[config.mk]
export PLATFORM = sky130hd
export DESIGN_NAME = lockstep_match_buf
export DESIGN_NICKNAME = d
export VERILOG_FILES = /design/src/rtl/lsm_pkg.sv /design/src/rtl/lsm_fifo.sv /design/src/rtl/lsm_compare.sv /design/src/rtl/lsm_recorder.sv /design/src/rtl/lockstep_match_buf.sv
export SDC_FILE = /design/constraint.sdc
export NUM_CORES = 1
export LEC_CHECK = 0
export BUFFER_PORTS_ARGS = -buffer_cell sky130_fd_sc_hd__buf_4
export CAP_MARGIN = 25
export CORE_ASPECT_RATIO = 0.6
export CORE_MARGIN = 2
export CORE_UTILIZATION = 51
export DETAILED_ROUTE_END_ITERATION = 16
export MAX_ROUTING_LAYER = met4
export PLACE_DENSITY = 0.69
export SLEW_MARGIN = 20
export SYNTH_ARGS = -nofsm -noshare
export SYNTH_HDL_FRONTEND = slang
export SYNTH_SLANG_ARGS = --single-unit
[constraint.sdc]
create_clock -name clk -period 4.45 [get_ports clk]
set_clock_uncertainty 0.05 [all_clocks]
set_input_delay 0.89 -clock clk [delete_from_list [all_inputs] [get_ports clk]]
set_output_delay 0.89 -clock clk [all_outputs]
set_load 0.05 [all_outputs]
[src/rtl/lsm_pkg.sv]
package lsm_pkg;
  localparam int LSM_WORD_W_DEF = 33;
  localparam int LSM_DEPTH_DEF  = 8;
  localparam int LSM_SND_W_DEF  = 5;
  localparam int LSM_REC_DEF    = 16;

  // occupancy from two free-running strobe counters modulo span (span = 2*depth, power of two)
  function automatic int lsm_fill(int wr_cnt, int rd_cnt, int span);
    return (wr_cnt - rd_cnt) & (span - 1);
  endfunction

  // bit positions that disagree between the stored and the observed word
  function automatic logic [63:0] lsm_diff(logic [63:0] a, logic [63:0] b);
    return a ^ b;
  endfunction
endpackage

[src/rtl/lsm_fifo.sv]
module lsm_fifo #(
  parameter int WORD_W = 33,
  parameter int SND_W  = 5,
  parameter int DEPTH  = 8,
  localparam int AW    = $clog2(DEPTH),
  localparam int PW    = AW + 1
) (
  input  logic              clk,
  input  logic              rst_n,
  input  logic              push,
  input  logic [WORD_W-1:0] push_word,
  input  logic [SND_W-1:0]  push_snd,
  input  logic              push_skip,
  input  logic              pop,
  output logic [WORD_W-1:0] head_word,
  output logic [SND_W-1:0]  head_snd,
  output logic              head_skip,
  output logic [PW-1:0]     fill
);
  import lsm_pkg::*;
  localparam int EW = WORD_W + SND_W + 1;

  logic [PW-1:0] wr_cnt, rd_cnt;
  logic [EW-1:0] slot [DEPTH];

  always_ff @(posedge clk or negedge rst_n) begin
    if (!rst_n) begin
      wr_cnt <= '0;
      rd_cnt <= '0;
    end else begin
      if (push) wr_cnt <= wr_cnt + PW'(1);
      if (pop)  rd_cnt <= rd_cnt + PW'(1);
    end
  end

  for (genvar g = 0; g < DEPTH; g++) begin : g_slot
    always_ff @(posedge clk or negedge rst_n) begin
      if (!rst_n)
        slot[g] <= '0;
      else if (push && wr_cnt[AW-1:0] == AW'(g))
        slot[g] <= {push_skip, push_snd, push_word};
    end
  end

  assign {head_skip, head_snd, head_word} = slot[rd_cnt[AW-1:0]];
  assign fill = PW'(lsm_fill(int'(wr_cnt), int'(rd_cnt), 2 * DEPTH));
endmodule

[src/rtl/lsm_compare.sv]
module lsm_compare #(
  parameter int WORD_W = 33,
  parameter int SND_W  = 5
) (
  input  logic              clk,
  input  logic              rst_n,
  input  logic              pop,
  input  logic              skip,
  input  logic [WORD_W-1:0] head_word,
  input  logic [SND_W-1:0]  head_snd,
  input  logic [WORD_W-1:0] sb_word,
  input  logic              clr,
  output logic              hit,
  output logic              flag,
  output logic [WORD_W-1:0] bits,
  output logic [SND_W-1:0]  snd
);
  import lsm_pkg::*;
  logic [WORD_W-1:0] diff;

  assign diff = WORD_W'(lsm_diff(64'(head_word), 64'(sb_word)));
  assign hit  = pop && !skip && (diff != '0);

  always_ff @(posedge clk or negedge rst_n) begin
    if (!rst_n) begin
      flag <= 1'b0;
      bits <= '0;
      snd  <= '0;
    end else if (clr) begin
      flag <= 1'b0;
      bits <= '0;
      snd  <= '0;
    end else if (hit && !flag) begin
      flag <= 1'b1;
      bits <= diff;
      snd  <= head_snd;
    end
  end
endmodule

[src/rtl/lsm_recorder.sv]
module lsm_recorder #(
  parameter int SND_W = 5,
  parameter int REC   = 16,
  localparam int RIW  = $clog2(REC)
) (
  input  logic             clk,
  input  logic             rst_n,
  input  logic             rec_en,
  input  logic [SND_W-1:0] rec_in,
  input  logic [RIW-1:0]   rd_idx,
  output logic [SND_W-1:0] rd_snd
);
  logic [SND_W-1:0] hist [REC];

  for (genvar g = 0; g < REC; g++) begin : g_hist
    always_ff @(posedge clk or negedge rst_n) begin
      if (!rst_n)
        hist[g] <= '0;
      else if (rec_en)
        hist[g] <= (g == 0) ? rec_in : hist[(g == 0) ? 0 : g - 1];
    end
  end

  assign rd_snd = hist[rd_idx];
endmodule

[src/rtl/lockstep_match_buf.sv]
module lockstep_match_buf #(
  parameter int WORD_W    = lsm_pkg::LSM_WORD_W_DEF,
  parameter int SND_W     = lsm_pkg::LSM_SND_W_DEF,
  parameter int DEPTH     = lsm_pkg::LSM_DEPTH_DEF,
  parameter int REC_DEPTH = lsm_pkg::LSM_REC_DEF,
  localparam int FILL_W   = $clog2(DEPTH) + 1,
  localparam int RIW      = $clog2(REC_DEPTH)
) (
  input  logic              clk,
  input  logic              rst_n,
  input  logic              ex_di,
  input  logic [WORD_W-1:0] ex_word,
  input  logic [SND_W-1:0]  ex_sender,
  input  logic              ex_nodata,
  input  logic              sb_di,
  input  logic [WORD_W-1:0] sb_word,
  input  logic              update_mode,
  input  logic              mism_clr,
  input  logic [RIW-1:0]    rec_idx,
  output logic              ex_busy,
  output logic              sb_busy,
  output logic              sb_drive_en,
  output logic [WORD_W-1:0] sb_drive_word,
  output logic              mism_flag,
  output logic [WORD_W-1:0] mism_bits,
  output logic [SND_W-1:0]  mism_sender,
  output logic [SND_W-1:0]  rec_sender
);
  // named internal events, used by the bound checker
  logic              push_ok, pop_ok, cmp_hit;
  logic [FILL_W-1:0] fill;
  logic [WORD_W-1:0] head_word;
  logic [SND_W-1:0]  head_snd;
  logic              head_skip;

  assign ex_busy = (fill == FILL_W'(DEPTH));
  assign sb_busy = (fill == '0);
  assign push_ok = ex_di && !ex_busy;
  assign pop_ok  = sb_di && !sb_busy;

  lsm_fifo #(.WORD_W(WORD_W), .SND_W(SND_W), .DEPTH(DEPTH)) u_fifo (
    .clk(clk), .rst_n(rst_n),
    .push(push_ok), .push_word(ex_word), .push_snd(ex_sender), .push_skip(ex_nodata),
    .pop(pop_ok), .head_word(head_word), .head_snd(head_snd), .head_skip(head_skip),
    .fill(fill)
  );

  lsm_compare #(.WORD_W(WORD_W), .SND_W(SND_W)) u_cmp (
    .clk(clk), .rst_n(rst_n),
    .pop(pop_ok), .skip(head_skip || update_mode),
    .head_word(head_word), .head_snd(head_snd), .sb_word(sb_word),
    .clr(mism_clr), .hit(cmp_hit),
    .flag(mism_flag), .bits(mism_bits), .snd(mism_sender)
  );

  lsm_recorder #(.SND_W(SND_W), .REC(REC_DEPTH)) u_rec (
    .clk(clk), .rst_n(rst_n),
    .rec_en(pop_ok && !mism_flag), .rec_in(head_snd),
    .rd_idx(rec_idx), .rd_snd(rec_sender)
  );

  assign sb_drive_en   = update_mode && !sb_busy;
  assign sb_drive_word = update_mode ? head_word : '0;
endmodule

==> results.toml, run 1 <==
[worst_hold_path]
holdCritPathClass = "in -> async"

[place]
place_congestion = 0.869
placed_cells = 2122
hpwl_microns = 36200
numPortBuffers = 161

[clock_tree]
clkLatencyLatePin_ns = 0.55
cts-root-buf = "clkbuf_16"
path_clk_slew_ns = 0.07
cts_tree = "done"
cts.sinks = 439
numCtsBuffers = 41
clk_path_buf_depth = 3
post_cts_resized = 0
htreeDepth = 2
cts_hold_buf = 0
cts_setup_buffers = 0

[route]
ant_nets = 0
dr.pass1.iters = 5
drcViolationCount = 0
wl_per_cell_microns = 24.8
first_iter_violations = 1068
via_per_inst = 5.98
vias = 13200
wirelength_microns = 54500

[setup_path]
cp.arrival_ns = 4.43
end_kind = "flip-flop"
worstSetupPathType = "reg -> reg"
path_max_fanout = 32
critical_path_required_ns = 4.88
cp-start-kind = "flip-flop"
critPathMaxStageDelay_ns = 0.80
slowest_stage = "nor2_2"
crit_chain = "nor2_2 -> a22oi_1 -> nand2_1 -> xor2_1 -> nand4_1 -> nor4_4 -> buf_4 -> and4_1 -> a211o_1"
reg2regPathDepth = 9

[grt]
grt_max_degree = 110
first_global_vias = 13500
grt_pass1_wl_microns = 83700
antenna_found_initial = 5
overflow = 0
gr-usage-all-layers_pct = 26.7

[sta]
worst_pin_slew_ns = 0.927
hold_violations = 0
fin_tns_setup_ns = 0
period_needed_ns = 4.00
grt_setup_unrepaired = "no"
period_share_pct = 89.9
slew_viol_final = 0
finalSetupViolations = 0
maxSlewHeadroom_pct = 38.2
clock.fmax_mhz = 250

[yosys]
synth_cell_types = 46
synth_nets = 1589
ys.warnings.count = 0
yosys.area.top_type_share_pct = 52.8
syn_inst = 1497
ys_seq_elements = 439
synth_edf_count = 0
synth_area_per_cell_sq_um = 13.9
async_reset_ff_share_pct = 100
yosys.area.top_type = "dfrtp_1"
synth_area_leaders = "dfrtp_1 (53%), mux2_2 (21%), mux2i_1 (5.9%), mux4_2 (5.3%), a22oi_1 (1.8%)"
synth_flop_cell = "dfrtp_1"
mappedNetlistArea_sq_um = 20800
synth-seq-area-share_pct = 52.8

[final_layout]
multiInputGateArea_sq_um = 9330
seq_area_sq_um = 11000
drive_above_1_share_pct = 43.7
n_fill_cell = 3155
syn_to_final_growth_pct = 15.9
nets = 1727
finalNonFillerCells = 2200

[power]
ir_worst_vdd_v = 0.000458
p_leak_nw = 11.0
cellPowerDensity_nw_per_um2 = 861

[floorplanning]
die_w_microns = 265
rows = 57
die_h_microns = 160
core_sq_um = 40400
start_util_pct = 51.6
num_io_pins = 162
dieArea_sq_um = 42500

[run_status]
status = "complete, no violations"

[job]
maxCapViolations = 0
placed cells by master, fill, tap and decap left out, types with 4 or more instances in the layout:
master,netlist,final
xor2_1,29,29
inv_1,6,6
a211o_1,26,26
dfrtp_1,439,437
nor2_1,44,44
a22oi_1,50,50
clkinv_2,0,11
o21ai_0,4,4
a311o_1,5,5
nor2b_1,38,38
a21oi_1,21,21
nand3_2,0,6
or3_1,6,6
nand4_1,16,16
xnor2_1,10,10
nor3_1,26,25
mux2i_1,122,122
and4_1,26,26
clkbuf_16,0,43
mux2_2,387,387
buf_12,0,15
diode_2,0,4
buf_4,10,186
o2bb2ai_1,5,5
clkbuf_8,0,8
nand3_1,12,6
clkbuf_1,57,5
mux4_2,49,49
ha_1,10,10
nand2_1,33,31
path summary, 6_finish.rpt:
kind / from / endpoint / slack (ns)
setup / recovery: u_fifo.rd_cnt[1] / u_cmp.bits[6] / 0.45
hold / removal: rst_n / u_fifo.slot[83] / 0.36
setup reg to reg: u_fifo.rd_cnt[1] / u_cmp.bits[6] / 0.45
hold reg to reg: u_fifo.wr_cnt[3] / u_fifo.wr_cnt[3] / 0.45
max in group asynchronous: rst_n / u_fifo.slot[177] / 2.90
min in group clk: u_fifo.wr_cnt[3] / u_fifo.wr_cnt[3] / 0.45
worst max-delay path: cells and delay by family, from the launching register on:
family / cells / cell delay [ns]
compound gates: 2 / 0.40
simple gates: 5 / 2.02
xor+xnor: 1 / 0.49
buf+inv: 1 / 0.35
flops: 1 / 0.60
final cells by class:
cell class	count	area share, %
Inverter	9	0.140
Tap cell	531	2.75
Antenna cell	4	0.0415
Multi-Input combinational cell	941	38.7
Timing Repair Buffer	203	7.21
Clock inverter	17	0.648
Clock buffer	56	4.99
Sequential cell	439	45.6
power by group:
group	switching, W	leakage, nW	internal [W]	total, W
logic	0.00568	5.01	0.00436	0.0100
registers	0.00117	5.33	0.00599	0.00716
clock network	0.00156	0.680	0.00202	0.00359
total	0.00841	11.0	0.0124	0.0208
through the flow:
step	utilization [%]	power [W]	worst slack, ns	instance area (sq um)	hold slack (ns)
finish	59.8	0.0208	0.451	24100	0.362
global route	59.8	0.0218	0.197	24100	0.446
detailed placement	56.3	0.0171	0.570	22700	0.439
global placement	56.3	0.0168	0.639	22700	0.429
floorplan	-	0.0139	0.0107	20800	0.416
CTS	59.7	0.0208	0.571	24100	0.397
synthesized netlist by cell type (10+ instances only):
master    instances
nor3_1           26
ha_1             10
xnor2_1          10
xor2_1           29
nor2b_1          38
a22oi_1          50
clkbuf_1         57
buf_2            25
buf_4            10
dfrtp_1         439
mux2i_1         122
nand4_1          16
a21oi_1          21
nand2_1          33
and4_1           26
a211o_1          26
mux2_2          387
nand3_1          12
mux4_2           49
nor2_1           44
cells by family after synthesis:
group                    count (synthesis)  synth area share [%]
buffers and inverters                  117                  2.74
adder cells (fa/ha/maj)                 10                 0.601
AO/OA/AOI/OAI                          119                  4.25
AND/OR/NAND/NOR                        214                  5.79
XOR/XNOR                                39                  1.64
multiplexers                           559                  32.2
flip-flops                             439                  52.8
state kept, by name, summed over array words and instances, names as in the netlist:
signal and count:
u_cmp.flag 1, u_cmp.bits 33, u_rec.hist 80, u_fifo.rd_cnt 4, u_fifo.wr_cnt 4, u_cmp.snd 5, u_fifo.slot 312
metal layers:
metal	GRT usage (%)	part of all wire (%)	wire length, microns
met1	38.0	46	25300
met2	37.1	43	23600
met3	7.57	7.0	3820
met4	8.32	3.2	1760
met5	-	0	0
Note: power is estimated with default switching activity, not from simulation.
==> inputs of run 2 (changes only) <==
- CORE_ASPECT_RATIO: 0.6 -> 2
- CORE_MARGIN: 2 -> 1.5
==> run 2 against run 1 <==
Compared with the run above:
- clock power is 1% higher
- first-iteration DRC count is 37% lower
- non-clock buffer count is 5 higher
- utilization is 0.11 points higher
- power is 0.53% lower
- critical path type unchanged
==> results.toml, run 2 (synthesized netlist as in run 1, its figures left out) <==
[run_status]
status = "complete, no violations"

[final_layout]
design_area_sq_um = 24100
layout_commonest_cell = "dfrtp_1"
top_regs = "u_fifo.slot: 312 flops, u_rec.hist: 80 flops, u_cmp.bits: 33 flops"
n_fill_cell = 3151
drive_above_1_share_pct = 43.6
syn_to_final_growth_pct = 15.7
largest-register = "u_fifo.slot"
largest_register_ffs = 312
layout_common_cells = "dfrtp_1 (437), mux2_2 (387), buf_4 (198)"
nets = 1732
finalNonFillerCells = 2199

[sta]
grt_setup_unrepaired = "no"
finalSetupViolations = 0
setup_slack_ns = 0.253
slew_viol_final = 0
clock.fmax_mhz = 238
worst_pin_slew_ns = 1.04
hold_violations = 0
period_needed_ns = 4.20
period_share_pct = 94.3
fin_tns_setup_ns = 0
maxSlewHeadroom_pct = 30.7

[setup_path]
path_max_fanout = 28
cp-start-kind = "flip-flop"
cp.arrival_ns = 4.63
end_kind = "flip-flop"
worstSetupPathType = "reg -> reg"
r2r_setup_slack_ns = 0.25
reg2regPathDepth = 12
critical_path_required_ns = 4.88

[floorplanning]
core_sq_um = 40200
rows = 104
dieArea_sq_um = 42100
die_w_microns = 146
start_util_pct = 51.8
num_io_pins = 162
die_h_microns = 289

[place]
placed_cells = 2126
hpwl_microns = 37700
numPortBuffers = 161
pre_cts_slack_ns = 0.309
dpl_cell_area_sq_um = 22700
place_congestion = 0.872

[clock_tree]
clk_path_buf_depth = 3
cts-root-buf = "clkbuf_16"
post_cts_resized = 0
numCtsBuffers = 41
htreeDepth = 2
cts.sinks = 439
clkLatencyLatePin_ns = 0.55
path_clk_slew_ns = 0.07
cts_tree = "done"
cts_hold_buf = 0
cts_setup_buffers = 0

[route]
drcViolationCount = 0
first_iter_violations = 672
dr_wl_met3_microns = 2030
wl_per_cell_microns = 24.6
top_layer = "met4"
via_per_inst = 5.97
wirelength_microns = 54100
drt-met1-wl_microns = 20700
dr.pass1.iters = 5
vias = 13100
ant_nets = 0
dr_wl_met2_microns = 29300

[power]
seqPwrFrac_pct = 35.0
switchingPower_w = 0.00822
p_int_w = 0.0124
cellPowerDensity_nw_per_um2 = 859
power.total_w = 0.0207
ir_worst_vdd_v = 0.000373
p_comb_share_pct = 47.4
clkPwrFrac_pct = 17.6
p_leak_nw = 11.0
sw_frac_of_total_pct = 39.8

[grt]
overflow = 0
grt_pass1_wl_microns = 84500
first_global_vias = 14100
antenna_found_initial = 3
gr-usage-all-layers_pct = 27.1
grt_max_degree = 115

[job]
maxCapViolations = 0

[worst_hold_path]
holdCritPathClass = "in -> async"
==> run 2: layout make-up <==
cell class	count	area, sq um	area share, %
clock inverter	17	248	1.03
sequential	439	11000	45.6
timing repair buffer	208	1690	7.02
antenna	2	5.00	0.0208
tap	530	663	2.75
multi-input combinational	941	9330	38.7
clock buffer	53	1120	4.66
inverter	9	33.8	0.140
==> run 2: routing by layer <==
layer | vias up | global-route usage, %
li1 | 5778 | -
met1 | 6907 | 30.9
met2 | 342 | 48.8
met3 | 95 | 2.94
met4 | 0 | 10.8
met5 | - | -
==> run 2: power groups by stage <==
stage / clock [W] / combinational (W) / sequential (W)
3_5_place_dp: 0 / 0.00983 / 0.00728
3_3_place_gp: 0 / 0.00966 / 0.00714
6_report: 0.00364 / 0.00981 / 0.00723
2_1_floorplan: 0 / 0.00674 / 0.00719
4_1_cts: 0.00370 / 0.00986 / 0.00721
5_1_grt: 0.00385 / 0.0104 / 0.00745
==> run 2: metrics by stage <==
stage                     utilization, %  hold slack, ns
after CTS                           59.8           0.426
after global placement              56.4           0.430
after floorplan                        -           0.416
after detailed placement            56.4           0.437
final                               59.9           0.330
after global routing                59.9           0.433
==> run 2: path summary, 6_finish.rpt <==
check | startpoint | to
min in group clk | u_fifo.wr_cnt[3] | u_fifo.wr_cnt[3]
min reg2reg | u_fifo.wr_cnt[3] | u_fifo.wr_cnt[3]
max | u_fifo.rd_cnt[0] | u_cmp.bits[6]
max reg2reg | u_fifo.rd_cnt[0] | u_cmp.bits[6]
max in group asynchronous | rst_n | u_fifo.slot[46]
min | rst_n | u_rec.hist[52]
==> run 2: worst max-delay path, cell delays in order (launching register included) <==
cell and delay [ns]:
dfrtp_4 0.77, buf_4 0.43, buf_4 0.28, mux2i_1 0.22, a22oi_1 0.08, nand2_1 0.22, xor2_1 0.49, nand4_1 0.30
nor4_4 0.33, buf_4 0.30, buf_4 0.30, and4_1 0.23, a211o_1 0.11
